--- src/rtl/ctlreg_pkg.sv ---
package ctlreg_pkg;

  localparam int PTR_W     = 8;
  localparam int BYTE_W    = 8;
  localparam int CTRL_ADDR = 0;
  localparam int SN_LO     = 1;

  typedef enum logic [1:0] {
    MODE_IDLE = 2'd0,
    MODE_WR   = 2'd1,
    MODE_RD   = 2'd2
  } mode_e;

  function automatic logic [PTR_W-1:0] ptr_next(input logic [PTR_W-1:0] p);
    return (p == {PTR_W{1'b1}}) ? p : p + 1'b1;
  endfunction

endpackage

--- src/rtl/ctlreg_seq.sv ---
module ctlreg_seq
  import ctlreg_pkg::*;
(
  input  logic              clk,
  input  logic              rst_n,
  input  logic              txn_start,
  input  logic              txn_read,
  input  logic              txn_stop,
  input  logic              wr_valid,
  input  logic [BYTE_W-1:0] wr_data,
  input  logic              rd_ready,
  output logic              wr_ready,
  output logic              rd_valid,
  output logic              data_we,
  output logic [PTR_W-1:0]  ptr
);

  mode_e mode_q;
  logic  addr_pending_q;
  logic  edge_cycle;
  logic  wr_fire;
  logic  rd_fire;

  assign edge_cycle = txn_start | txn_stop;
  assign wr_ready   = (mode_q == MODE_WR) && !edge_cycle;
  assign rd_valid   = (mode_q == MODE_RD) && !edge_cycle;
  assign wr_fire    = wr_valid && wr_ready;
  assign rd_fire    = rd_valid && rd_ready;
  assign data_we    = wr_fire && !addr_pending_q;

  always_ff @(posedge clk) begin
    if (!rst_n) begin
      mode_q         <= MODE_IDLE;
      addr_pending_q <= 1'b0;
      ptr            <= '0;
    end else if (txn_start) begin
      mode_q         <= txn_read ? MODE_RD : MODE_WR;
      addr_pending_q <= !txn_read;
    end else if (txn_stop) begin
      mode_q         <= MODE_IDLE;
      addr_pending_q <= 1'b0;
    end else if (wr_fire) begin
      if (addr_pending_q) begin
        ptr            <= wr_data;
        addr_pending_q <= 1'b0;
      end else begin
        ptr <= ptr_next(ptr);
      end
    end else if (rd_fire) begin
      ptr <= ptr_next(ptr);
    end
  end

endmodule

--- src/rtl/ctlreg_store.sv ---
module ctlreg_store
  import ctlreg_pkg::*;
#(
  parameter int SN_BYTES = 8,
  parameter int LOCK_BIT = 6
) (
  input  logic                       clk,
  input  logic                       rst_n,
  input  logic                       we,
  input  logic [PTR_W-1:0]           ptr,
  input  logic [BYTE_W-1:0]          wdata,
  output logic [BYTE_W-1:0]          ctrl_q,
  output logic [SN_BYTES*BYTE_W-1:0] sn_q
);

  localparam logic [BYTE_W-1:0] LOCK_MASK = BYTE_W'(1) << LOCK_BIT;

  logic locked;
  assign locked = ctrl_q[LOCK_BIT];

  // Control byte: the lock flag can only be set; clearing waits for reset.
  always_ff @(posedge clk) begin
    if (!rst_n) begin
      ctrl_q <= '0;
    end else if (we && ptr == PTR_W'(CTRL_ADDR)) begin
      ctrl_q <= wdata | (ctrl_q & LOCK_MASK);
    end
  end

  for (genvar g = 0; g < SN_BYTES; g++) begin : g_sn
    always_ff @(posedge clk) begin
      if (!rst_n) begin
        sn_q[g*BYTE_W +: BYTE_W] <= '0;
      end else if (we && !locked && ptr == PTR_W'(SN_LO + g)) begin
        sn_q[g*BYTE_W +: BYTE_W] <= wdata;
      end
    end
  end

endmodule

--- src/rtl/ctlreg_rdmux.sv ---
module ctlreg_rdmux
  import ctlreg_pkg::*;
#(
  parameter int SN_BYTES = 8,
  parameter int ID_BYTES = 4,
  parameter logic [ID_BYTES*BYTE_W-1:0] DEV_ID = '0
) (
  input  logic [PTR_W-1:0]           ptr,
  input  logic [BYTE_W-1:0]          ctrl_q,
  input  logic [SN_BYTES*BYTE_W-1:0] sn_q,
  output logic [BYTE_W-1:0]          rbyte
);

  localparam int ID_LO = SN_LO + SN_BYTES;

  // Anything not matched below is reserved and reads as zero.
  always_comb begin
    rbyte = '0;
    if (ptr == PTR_W'(CTRL_ADDR)) rbyte = ctrl_q;
    for (int i = 0; i < SN_BYTES; i++) begin
      if (ptr == PTR_W'(SN_LO + i)) rbyte = sn_q[i*BYTE_W +: BYTE_W];
    end
    for (int j = 0; j < ID_BYTES; j++) begin
      if (ptr == PTR_W'(ID_LO + j)) rbyte = DEV_ID[(ID_BYTES-1-j)*BYTE_W +: BYTE_W];
    end
  end

endmodule

--- src/rtl/ctlreg_bank.sv ---
module ctlreg_bank
  import ctlreg_pkg::*;
#(
  parameter int SN_BYTES = 8,
  parameter int ID_BYTES = 4,
  parameter int LOCK_BIT = 6,
  parameter logic [ID_BYTES*8-1:0] DEV_ID = 32'hC35A1E07
) (
  input  logic       clk,
  input  logic       rst_n,
  input  logic       txn_start,
  input  logic       txn_read,
  input  logic       txn_stop,
  input  logic       wr_valid,
  input  logic [7:0] wr_data,
  output logic       wr_ready,
  output logic       rd_valid,
  output logic [7:0] rd_data,
  input  logic       rd_ready,
  output logic [7:0] mem_ctrl
);

  logic                       data_we;
  logic [PTR_W-1:0]           ptr;
  logic [BYTE_W-1:0]          ctrl_q;
  logic [SN_BYTES*BYTE_W-1:0] sn_q;

  ctlreg_seq u_seq (
    .clk       (clk),
    .rst_n     (rst_n),
    .txn_start (txn_start),
    .txn_read  (txn_read),
    .txn_stop  (txn_stop),
    .wr_valid  (wr_valid),
    .wr_data   (wr_data),
    .rd_ready  (rd_ready),
    .wr_ready  (wr_ready),
    .rd_valid  (rd_valid),
    .data_we   (data_we),
    .ptr       (ptr)
  );

  ctlreg_store #(.SN_BYTES(SN_BYTES), .LOCK_BIT(LOCK_BIT)) u_store (
    .clk    (clk),
    .rst_n  (rst_n),
    .we     (data_we),
    .ptr    (ptr),
    .wdata  (wr_data),
    .ctrl_q (ctrl_q),
    .sn_q   (sn_q)
  );

  ctlreg_rdmux #(.SN_BYTES(SN_BYTES), .ID_BYTES(ID_BYTES), .DEV_ID(DEV_ID)) u_rdmux (
    .ptr    (ptr),
    .ctrl_q (ctrl_q),
    .sn_q   (sn_q),
    .rbyte  (rd_data)
  );

  assign mem_ctrl = ctrl_q;

endmodule

--- config.mk ---
export PLATFORM = sky130hd
export DESIGN_NAME = ctlreg_bank
export DESIGN_NICKNAME = d
export VERILOG_FILES = /design/src/rtl/ctlreg_pkg.sv /design/src/rtl/ctlreg_seq.sv /design/src/rtl/ctlreg_store.sv /design/src/rtl/ctlreg_rdmux.sv /design/src/rtl/ctlreg_bank.sv
export SDC_FILE = /design/constraint.sdc
export NUM_CORES = 1
export LEC_CHECK = 0
export BUFFER_PORTS_ARGS = -buffer_cell sky130_fd_sc_hd__buf_2
export CAP_MARGIN = 20
export CORE_UTILIZATION = 40
export CTS_CLUSTER_SIZE = 14
export DETAILED_ROUTE_END_ITERATION = 12
export SLEW_MARGIN = 40
export SYNTH_ARGS = -nofsm -noshare
export SYNTH_HDL_FRONTEND = slang
export SYNTH_SLANG_ARGS = --single-unit
--- constraint.sdc ---
create_clock -name clk -period 2.21 [get_ports clk]
set_input_delay 0.663 -clock clk [delete_from_list [all_inputs] [get_ports clk]]
set_output_delay 0.663 -clock clk [all_outputs]
set_load 0.05 [all_outputs]
Word level (Yosys, flattened, before mapping) --
Cells that the tools add are included.
Storage, ports and cells: register bits 83, input port bits 15, output and inout port bits 18, word-level logic and storage cells 79
Cells by class: add/subtract/negate cells 1, equality and inequality tests 15, multiplexer cells 23, bitwise logic cells 4, reductions and logical operators 24
Operators by type and width (number):
- two-way mux 8 bit | 17
- == test 8 x 4 -> 1 bit, second input constant | 5
- == test 8 x 3 -> 1 bit, second input constant | 4
- == test 8 x 2 -> 1 bit, second input constant | 2
- logical AND 1 bit | 15
- adder 8 x 1 -> 8 bit, second input constant | 1
- == test 8 x 1 -> 1 bit, second input constant | 1
- == test 8 bit, second input constant | 1
- zero test 8 bit | 1
- bitwise OR 8 x 7 -> 8 bit | 1
- two-way mux 2 bit | 3
- zero test 1 bit | 4
- nonzero test 2 bit | 2
- two-way mux 1 bit | 3
- AND reduction 3 bit | 1
- nonzero test 3 bit | 1
- == test 2 x 1 -> 1 bit, second input constant | 1
- == test 2 bit, second input constant | 1
- NOT 1 bit | 2
- bitwise OR 1 bit | 1

Depth between registers and ports, before layout --
Gate-level depths: netlist of run 1.
depth in word-level cells 14, gate-level depth with buffers 8, depth with buffers taken out 6

By module --
From an unflattened synthesis of run 1, not the netlist that was laid out.
Second synthesis, totals: cells, all modules 441, area, all modules 4241.6 um^2
By module, submodules not included:
- ctlreg_store | instances 1, cells each 258, area each 2710.1 um^2, seq. area each 1441.4 um^2
- ctlreg_rdmux | instances 1, cells each 93, area each 802.0 um^2, seq. area each 0.0 um^2
- ctlreg_seq | instances 1, cells each 90, area each 729.4 um^2, seq. area each 220.2 um^2

Worst setup path before layout of run 1 --
Ideal clock, no wire load.
kind reg-to-output, start reg u_seq.ptr[4], end out rd_data[4], data arrival time 2.798 ns, data required time 1.547 ns, path slack -1.251 ns, stages on the path, launching flop included 7, path buffers 2, path through dfxtp_1 -> buf_6 -> or4_1 -> buf_4 -> nor3_4 -> nand3_1 -> a311oi_1
Between the ends: longest elaborated chain between the ends 14, elaborated cells on any way between the ends 26, those cells by class eq/ne: 12; mux: 13; reduce/logical: 1
Ends and longest elaborated chain:
- start, declared | line ctlreg_seq.sv:15 | output logic [PTR_W-1:0] ptr
- start signal, assigned | line ctlreg_seq.sv:44 | ptr <= wr_data;
- start signal, assigned | line ctlreg_seq.sv:47 | ptr <= ptr_next(ptr);
- start signal, assigned | line ctlreg_seq.sv:50 | ptr <= ptr_next(ptr);
- zero test 8 bit | line ctlreg_rdmux.sv:19 | if (ptr == PTR_W'(CTRL_ADDR)) rbyte = ctrl_q;
- two-way mux 8 bit | line ctlreg_rdmux.sv:19
- two-way mux 8 bit (8 in a row) | line ctlreg_rdmux.sv:21 | if (ptr == PTR_W'(SN_LO + i)) rbyte = sn_q[i*BYTE_W +: BYTE_W];
- two-way mux 8 bit (3 in a row) | line ctlreg_rdmux.sv:24 | if (ptr == PTR_W'(ID_LO + j)) rbyte = DEV_ID[(ID_BYTES-1-j)*BYTE_W +: BYTE_W];
- two-way mux 8 bit (*) | line ctlreg_rdmux.sv:24
- end, declared | line ctlreg_bank.sv:18 | output logic [7:0] rd_data,
Mark *: on every way between the ends. The rest lies on a longest branch, timed or not.

Worst setup path in the final report of run 1 --
start reg u_seq.ptr[4], end out rd_data[2]
Same word-level chain as after synthesis.

==> impl_metrics.json, run 1 <==
{
  "fin_crit_sh_pct": 133.2,
  "cts_buffers": 9,
  "first_global_vias": 4586,
  "diodes": 0,
  "drt_iter0_drc": 381,
  "hpwl_um": 12000,
  "clkPwrFrac_pct": 44.0,
  "skew_ps": 4.882,
  "intPower_mw": 2.406,
  "ant_nets": 0,
  "drive_gt1_share_pct": 33.43,
  "seq_area_mm2": 0.001669,
  "grtUsageTotal_pct": 28.63,
  "stdcell_area_mm2": 0.006425,
  "grt_start_max_net_pins": 54,
  "io_pins": 33,
  "violations": "negative setup slack",
  "synth_nets": 589,
  "htreeDepth": 3,
  "required_ps": 1550,
  "yosys_register_bits": 83,
  "cp_num_buf_inv": 2,
  "synth.top_cell.area_share_pct": 35.61,
  "status": "finished with violations",
  "comb_power_share_pct": 9.3,
  "grt.overflow.total": 0,
  "grt_pass1_wl_um": 25280,
  "crit_family": "simple AND/OR/NAND/NOR gates",
  "hold_viol": 0,
  "drtPass1Iterations": 5,
  "peakVddDrop_v": 0.0006297,
  "synth_edf_count": 0,
  "seqPwrFrac_pct": 46.7,
  "cts-root-buf": "clkbuf_16",
  "leakagePower_nw": 2.487,
  "setup_viol": 8,
  "synth_area_leaders": "dfxtp_1, mux2i_1, nand2_1",
  "fill_cells": 1053,
  "dpl-instance-area_mm2": 0.005714,
  "async_flop_share_pct": 0,
  "clockBufferDepth": 2,
  "cp-end-kind": "output pin",
  "yosys.area.top_type": "dfxtp_1",
  "swShare_pct": 25.44,
  "num_rows": 39,
  "num_vias": 4937,
  "dp_slack_ps": -546.9,
  "ys_seq_area_share_pct": 35.61,
  "slew_headroom_pct": 55.11,
  "antenna_found_initial": 0,
  "netlist_instances": 570,
  "start_util_pct": 41.04,
  "synth.avg_cell_area_um2": 8.185,
  "critPathMaxFanout": 5,
  "die_h_um": 110,
  "multi_input_area_mm2": 0.003153,
  "via_per_inst": 6.006,
  "detail_route.wl_per_cell_um": 20.57,
  "dieArea_mm2": 0.01210,
  "area_delta_synth_final_pct": 37.70,
  "clock.fmax_mhz": 339.6,
  "layout.nets": 693,
  "syn_area_mm2": 0.004666,
  "crit_slowest_cell": "or4_4",
  "max_slew.worst_pin.slew_ps": 668.9,
  "switchingPower_mw": 0.8206,
  "power_density_mw_per_mm2": 502.1,
  "period_minus_slack_ps": 2945,
  "synth.distinct_cells": 61,
  "dominantRegCellSynth": "dfxtp_1",
  "die_w_um": 110,
  "hold-worst-slack_ps": 474.1,
  "rsz0062_at_grt": "yes",
  "coreArea_mm2": 0.01137,
  "cts_tree": "yes",
  "slew_viol_final": 0,
  "drcViolationCount": 0,
  "clk_pin_slew_worst_paths_ps": 60,
  "yosysWarnings": 0,
  "port-buffer-count": 32,
  "drt_wl_total_um": 16910,
  "worst_setup_path_start_kind": "flip-flop",
  "crit_arrival_ps": 2280,
  "fin_ws_ps": -734.5,
  "worstSkewPairLatency_ps": 350,
  "critical_path_class": "flip-flop to output pin",
  "gp_congestion": 0.9503,
  "clkSinkCount": 83,
  "worstPathCellList": "or4_4, nor3_4, buf_6, a31oi_1, o211ai_1, buf_4",
  "slowest_delay_ps": 600,
  "holdCritPathClass": "flip-flop to flip-flop",
  "maxCapViolations": 0
}
==> worst paths after layout <==
path	startpoint	end	slack [ps]	cells past startpoint
setup / recovery	u_seq.ptr[4]	rd_data[2]	-730	6
hold / removal	u_store.sn_q[0]	u_store.sn_q[0]	470	2
setup reg to reg	u_seq.ptr[4]	u_store.sn_q[11]	110	7
hold reg to reg	u_store.sn_q[0]	u_store.sn_q[0]	470	2
==> cells in the mapped netlist (3+ instances only) <==
cell type,number
ha_1,4
a31oi_1,6
o21ai_0,45
nand3_1,51
inv_1,9
nand3b_1,6
nor3_1,8
nand2b_1,4
o221ai_1,5
mux2i_1,32
nor2_1,22
nor3_4,3
nand2_1,71
nor2b_1,10
and3b_1,3
o22ai_1,4
a211oi_1,5
a21boi_1,7
o221a_2,5
buf_2,4
or3_1,3
and3_1,6
a2bb2oi_1,6
a21oi_1,22
a32oi_1,4
o21a_1,5
a21boi_0,33
o211ai_1,16
clkbuf_1,40
dfxtp_1,83
o22a_1,3
==> area by class of cell <==
type	count	share of cell area [%]
clock buffer	12	3.836
clock inverter	4	0.4090
inverter	10	0.6426
multi-input combinational	431	49.07
sequential	83	25.98
tap	143	2.785
timing repair buffer	139	17.27
==> worst min-delay path, stage by stage, from the launching register on <==
cell	delay, ps
dfxtp_1	310
nand2_1	50
mux2i_1	60
==> stage by stage <==
| step | utilization (%) | setup TNS, ps | std cells | power (mW) |
|---|---|---|---|---|
| final | 56.51 | -5275 | 822 | 3.226 |
| after global routing | 56.51 | -5784 | 822 | 3.327 |
| after CTS | 55.31 | -5347 | 816 | 3.240 |
| after detailed placement | 50.26 | -4267 | 790 | 1.804 |
| after global placement | 50.26 | -3865 | 790 | 1.799 |
| after floorplan | - | -4180 | 570 | 1.685 |
==> repair_timing <==
| action | in CTS | in global routing |
|---|---|---|
| endpoints found under the setup margin | 8 | 24 |
| resized for setup | 55 | 20 |
| pin swaps | 9 | 11 |
| hold buffers | 0 | 0 |
| setup buffers | 11 | 6 |
==> layer usage <==
metal  share of wire, %  GRT usage (%)  vias to the layer above
li1                   -              -                     2310
met5                  0              0                        -
met4                2.7          11.71                        0
met2                 48          46.21                      164
met1                 44          37.45                     2433
met3                5.6          5.350                       30
==> state kept, by name (all words and copies together) (netlist names) <==
signal and count:
u_store.sn_q 64, u_store.ctrl_q 8, u_seq.ptr 8, u_seq.addr_pending_q 1
u_seq.mode_q 2
==> cells in the final DEF (no fill, tap or decap), drive strengths merged, types with 9 or more instances in the layout <==
cell,instances
a21boi,40
a21oi,22
buf,139
clkbuf,12
dfxtp,83
inv,9
mux2i,32
nand2,71
nand3,55
nor2,23
nor2b,10
nor3,13
o211ai,16
o21ai,46
==> power by group through the flow <==
| stage | combinational (mW) | clock (mW) | sequential (mW) |
|---|---|---|---|
| 3_3_place_gp | 0.259 | 0 | 1.54 |
| 3_5_place_dp | 0.264 | 0 | 1.54 |
| 5_1_grt | 0.314 | 1.51 | 1.51 |
| 6_report | 0.299 | 1.42 | 1.51 |
| 2_1_floorplan | 0.142 | 0 | 1.54 |
| 4_1_cts | 0.286 | 1.45 | 1.51 |
==> logic make-up after synthesis <==
family | synth area share (%)
AO/OA/AOI/OAI | 26.63
adder cells (fa/ha/maj) | 1.073
buffers and inverters | 4.854
flip-flops | 35.61
multiplexers | 7.348
AND/OR/NAND/NOR | 24.48
Note: power is estimated with default switching activity, not from simulation.
==> run 2: changes to the inputs <==
--- a/config.mk
+++ b/config.mk
@@ -10,6 +10,7 @@
 export CORE_UTILIZATION = 40
 export CTS_CLUSTER_SIZE = 14
 export DETAILED_ROUTE_END_ITERATION = 12
+export PLACE_DENSITY_LB_ADDON = 0.1
 export SLEW_MARGIN = 40
 export SYNTH_ARGS = -nofsm -noshare
 export SYNTH_HDL_FRONTEND = slang
==> run 2 against run 1 <==
Against the previous run: the flow still finishes with violations (negative setup slack); global-route usage is 1.0 points higher; maximum frequency is 1.2% lower; sequential share of layout area shrank 0.11 points; power grew 1.5%; worst setup slack lost 36 ps; sequential cell count stayed put; critical path type unchanged; largest power group unchanged.
==> impl_metrics.json, run 2 (synthesis gave the netlist of run 1 again) <==
{
  "dp.cells": 783,
  "drt_iter0_drc": 389,
  "die_w_um": 110,
  "r2r_start": "u_seq.ptr[4]",
  "first_global_vias": 4683,
  "critical_path_class": "flip-flop to output pin",
  "violations": "negative setup slack",
  "fin_ws_ps": -770.4,
  "fill_cells": 1062,
  "reg_top3": "u_store.sn_q: 64 flops, u_seq.ptr: 8 flops, u_store.ctrl_q: 8 flops",
  "worst_setup_path_start_kind": "flip-flop",
  "detail_route.wl_per_cell_um": 21.21,
  "crit_family": "simple AND/OR/NAND/NOR gates",
  "critical_path_depth": 6,
  "slew_viol_final": 0,
  "worstSkewPairLatency_ps": 350,
  "maxCapViolations": 0,
  "rr_endpoint": "u_store.sn_q[48]",
  "finish.utilization_pct": 56.74,
  "final_cell_mix": "dfxtp_1, buf_4, nand2_1, nand3_1, o21ai_0",
  "required_ps": 1550,
  "power_density_mw_per_mm2": 507.8,
  "final_common_cell": "dfxtp_1",
  "num_rows": 39,
  "dp_slack_ps": -613.9,
  "finalSetupTns_ps": -5094,
  "ctsHoldBuffers": 0,
  "slowest_delay_ps": 620,
  "grt_pass1_wl_um": 25950,
  "reg2reg_depth": 8,
  "peakVddDrop_v": 0.0006515,
  "cp_num_buf_inv": 2,
  "max_slew.worst_pin.slew_ps": 697.8,
  "setup_viol": 8,
  "hpwl_um": 12170,
  "clockBufferDepth": 2,
  "drcViolationCount": 0,
  "seq_area_mm2": 0.001669,
  "diodes": 0,
  "worstPathCellList": "or4_4, buf_12, a211oi_4, o221ai_1, o211ai_1, buf_4",
  "io_pins": 33,
  "cts-root-buf": "clkbuf_16",
  "grtUsageTotal_pct": 29.63,
  "num_vias": 4888,
  "fin_cells": 814,
  "grt.overflow.total": 0,
  "reg2reg_slack_ps": 110,
  "clock.fmax_mhz": 335.5,
  "setup.worst_path.start": "u_seq.ptr[4]",
  "min_from": "u_store.sn_q[36]",
  "die_h_um": 110,
  "area_delta_synth_final_pct": 38.27,
  "regMostFlops": "u_store.sn_q",
  "cts_buffers": 9,
  "coreArea_mm2": 0.01137,
  "period_minus_slack_ps": 2980,
  "drt_wl_total_um": 17260,
  "clkSinkCount": 83,
  "multi_input_area_mm2": 0.003172,
  "skew_ps": 5.254,
  "start_util_pct": 41.04,
  "clk_pin_slew_worst_paths_ps": 60,
  "critPathMaxFanout": 5,
  "status": "finished with violations",
  "via_per_inst": 6.005,
  "antenna_found_initial": 0,
  "cp-end-kind": "output pin",
  "largest_reg_flops": 64,
  "drtPass1Iterations": 5,
  "rsz0062_at_grt": "yes",
  "crit_arrival_ps": 2320,
  "drive_gt1_share_pct": 33.08,
  "port-buffer-count": 32,
  "layout.nets": 685,
  "hold_end": "u_store.sn_q[36]",
  "hold_depth": 2,
  "slew_headroom_pct": 53.17,
  "leakagePower_nw": 2.489,
  "fin_crit_sh_pct": 134.9,
  "dpl-instance-area_mm2": 0.005674,
  "hold_viol": 0,
  "holdCritPathClass": "flip-flop to flip-flop",
  "cts_tree": "yes",
  "stdcell_area_mm2": 0.006451,
  "gp_congestion": 0.9657,
  "ant_nets": 0,
  "dieArea_mm2": 0.01210,
  "hold-worst-slack_ps": 466.5,
  "p_total_mw": 3.276,
  "grt_start_max_net_pins": 93,
  "htreeDepth": 3,
  "crit_slowest_cell": "or4_4"
}
==> run 2: changes by cell type in the layout (fill, tap and decap cells not counted), sizes merged <==
cell	delta
inv	+2
clkbuf	-2
buf	-8
==> run 2: worst max-delay path by stage <==
stage | endpoint | slack (ps)
6_report | rd_data[2] | -770
2_1_floorplan | rd_data[2] | -770
3_3_place_gp | rd_data[2] | -620
3_5_place_dp | rd_data[2] | -610
5_1_grt | rd_data[2] | -810
4_1_cts | rd_data[2] | -760
==> run 2: layout make-up <==
cell class	instances	share of cell area [%]
clock buffer	10	3.704
clock inverter	6	0.7370
multi-input combinational	431	49.17
tap	143	2.773
inverter	10	0.6206
timing repair buffer	131	17.13
sequential	83	25.87
==> run 2: tightest hold or removal path, stage by stage (launching register included) <==
cell and delay [ps]:
dfxtp_1 310, nand2_1 50, mux2i_1 60
==> run 2: what timing repair did <==
item                       CTS  global route
setup endpoints to repair    8             8
cloned                       1             0
resized for setup           68            26
pin swaps                   22            18
setup buffers               12             4
==> run 2: metal layers <==
layer	up-vias	track usage, %	routed length (um)
met5	-	0	0
met4	0	14.48	634
met3	41	5.644	915
li1	2293	-	-
met1	2393	37.22	7539
met2	161	48.57	8174
==> run 2: where the power goes <==
group / internal, mW / switching [mW]
logic: 0.121 / 0.184
clock network: 0.802 / 0.664
registers: 1.50 / 0.00702
==> run 3: changes to the inputs <==
--- a/config.mk
+++ b/config.mk
@@ -14,4 +14,5 @@
 export SLEW_MARGIN = 40
 export SYNTH_ARGS = -nofsm -noshare
 export SYNTH_HDL_FRONTEND = slang
+export SYNTH_HIERARCHICAL = 1
 export SYNTH_SLANG_ARGS = --single-unit
==> run 3 against run 2 <==
Against the previous run: the run still ends with negative setup slack left; clock skew rose by 7.8 ps; final cell count fell by 19%; worst setup slack better by 220 ps; highest routed layer unchanged; largest cell class unchanged; combinational power fell by 33%; maximum frequency grew 8.1%; worst hold slack worse by 3.4 ps; via count is 25% lower; count of clock-buffer cells in the layout down 1.
==> impl_metrics.json, run 3 <==
{
  "holdCritPathClass": "flip-flop to flip-flop",
  "reg_top3": "u_store/sn_q: 64 flops, u_seq/ptr: 8 flops, u_store/ctrl_q: 8 flops",
  "clockBufferDepth": 2,
  "drive_gt1_share_pct": 32.45,
  "clock.fmax_mhz": 362.8,
  "yosys.cell_count.top_type": "nand2_1",
  "grtUsageTotal_pct": 23.51,
  "largest_reg_flops": 64,
  "synth.top_cells.by_count": "nand2_1, dfxtp_1, mux2i_1",
  "synth_area_leaders": "dfxtp_1, mux2i_1, nand2_1",
  "regMostFlops": "u_store/sn_q",
  "htreeDepth": 3,
  "dp_slack_ps": -339.3,
  "area_delta_synth_final_pct": 29.73,
  "max_slew.worst_pin.slew_ps": 425.5,
  "clk_pin_slew_worst_paths_ps": 80,
  "period_minus_slack_ps": 2757,
  "synth_edf_count": 0,
  "cp-endpoint": "rd_data[5]",
  "final_common_cell": "nand2_1",
  "synth.avg_cell_area_um2": 9.618,
  "detail_route.wl_per_cell_um": 18.36,
  "status": "finished with violations",
  "required_ps": 1550,
  "antenna_found_initial": 0,
  "drt_iter0_drc": 130,
  "cp-end-kind": "output pin",
  "crit_arrival_ps": 2090,
  "ys_seq_area_share_pct": 39.17,
  "yosys.area.top_type": "dfxtp_1",
  "hold_viol": 0,
  "start_util_pct": 41.09,
  "violations": "negative setup slack",
  "fin_crit_sh_pct": 124.7,
  "gp_congestion": 0.9099,
  "leakagePower_nw": 2.234,
  "setup.worst_path.start": "u_seq/ptr[5]",
  "hpwl_um": 8814,
  "num_vias": 3650,
  "power_density_mw_per_mm2": 537.5,
  "drtPass1Iterations": 4,
  "finalSetupTns_ps": -4040,
  "synth.distinct_cells": 69,
  "hold-worst-slack_ps": 463.1,
  "skew_ps": 13.10,
  "cts_buffers": 9,
  "yosysWarnings": 6,
  "ant_nets": 0,
  "worst_setup_path_start_kind": "flip-flop",
  "seq_area_mm2": 0.001668,
  "coreArea_mm2": 0.01032,
  "die_w_um": 105.0,
  "slew_headroom_pct": 71.56,
  "drcViolationCount": 0,
  "setup_viol": 8,
  "via_per_inst": 5.505,
  "fin_ws_ps": -546.6,
  "dieArea_mm2": 0.01102,
  "maxCapViolations": 0,
  "yosys_register_bits": 83,
  "grt_pass1_wl_um": 19920,
  "first_global_vias": 3712,
  "syn_area_mm2": 0.004242,
  "async_flop_share_pct": 0,
  "critPathMaxFanout": 7,
  "diodes": 0,
  "reg2reg_slack_ps": 130,
  "cts_tree": "yes",
  "io_pins": 33,
  "rr_endpoint": "u_store/sn_q[1]",
  "netlist_instances": 441,
  "drt_wl_total_um": 12170,
  "rsz0062_at_grt": "yes",
  "fill_cells": 961,
  "final_cell_mix": "nand2_1, dfxtp_1, mux2i_1, buf_4, buf_2",
  "dp.cells": 643,
  "r2r_start": "u_seq/mode_q[1]",
  "grt.overflow.total": 0,
  "clkSinkCount": 83,
  "critical_path_class": "flip-flop to output pin",
  "worstSkewPairLatency_ps": 360,
  "fin_cells": 663,
  "ctsHoldBuffers": 0,
  "num_rows": 37,
  "die_h_um": 105.0,
  "layout.nets": 538,
  "peakVddDrop_v": 0.0003635,
  "port-buffer-count": 32,
  "multi_input_area_mm2": 0.002651,
  "reg2reg_depth": 7,
  "dominantRegCellSynth": "dfxtp_1",
  "synth_nets": 457,
  "slew_viol_final": 0,
  "grt_start_max_net_pins": 83,
  "p_total_mw": 2.958,
  "synth.top_cell.area_share_pct": 39.17,
  "cts-root-buf": "clkbuf_8"
}
==> run 3: cell count changes after synthesis, sizes merged, moves of 9 or more <==
cell    before  now
clkbuf      40   17
mux4         0   10
nand2       71   91
mux2i       32   81
o21ai       46   10
a21boi      40    0
nand3       55    9
a21oi       22   13
o211ai      16    1
nor2        23   14
==> run 3: final cells by class <==
cell class | count | share of cell area [%]
multi-input combinational | 321 | 48.18
sequential | 83 | 30.31
timing repair buffer | 97 | 13.69
tap | 136 | 3.092
clock buffer | 9 | 2.251
clock inverter | 7 | 1.796
inverter | 10 | 0.6821
==> run 3: worst min path at each step <==
stage / start / end / slack, ps / depth (start not counted)
2_1_floorplan: u_store/sn_q[10] / u_store/sn_q[10] / 430 / 2
3_3_place_gp: u_store/sn_q[2] / u_store/sn_q[2] / 440 / 2
3_5_place_dp: u_store/sn_q[21] / u_store/sn_q[21] / 450 / 2
4_1_cts: u_store/sn_q[2] / u_store/sn_q[2] / 460 / 2
5_1_grt: u_store/sn_q[57] / u_store/sn_q[57] / 480 / 2
6_report: u_store/sn_q[2] / u_store/sn_q[2] / 460 / 2
==> run 3: layer usage <==
layer | GRT usage [%] | part of all wire (%) | up-vias | routed length, um
li1 | - | - | 1768 | -
met1 | 30.80 | 46 | 1778 | 5657
met2 | 39.17 | 49 | 85 | 5929
met3 | 3.119 | 3.0 | 19 | 362
met4 | 9.155 | 1.8 | 0 | 224
met5 | 0 | 0 | - | 0
==> run 3: cells by family after synthesis <==
family / after synthesis / synth area share [%]
AO/OA/AOI/OAI: 66 / 11.18
adder cells (fa/ha/maj): 1 / 0.2949
buffers and inverters: 37 / 4.071
flip-flops: 83 / 39.17
multiplexers: 92 / 24.69
AND/OR/NAND/NOR: 162 / 20.59
==> run 3: stage by stage <==
stage	area, um2	utilization [%]
6_report	5503	53.30
5_1_grt	5503	53.30
4_1_cts	5436	52.66
3_5_place_dp	5112	49.52
3_3_place_gp	5112	49.52
2_1_floorplan	4482	-
==> run 3: power breakdown <==
part	internal [mW]	switching [mW]
Clock	0.645	0.605
Combinational	0.0739	0.130
Sequential	1.50	0.00570
==> run 3: worst max-delay path, stage by stage (launching register included) <==
cell and delay [ps]:
dfxtp_2 330, or4_4 620, buf_4 180, nor2_4 140
a32oi_2 140, o22ai_4 160, buf_6 170
==> run 3: repair_timing <==
action | in CTS | in global routing
buffers inserted | 1 | 3
pin swaps | 8 | 7
endpoints found under the hold margin | 0 | 0
endpoints found under the setup margin | 8 | 32
gates resized for setup | 26 | 9
cloned | 0 | 0
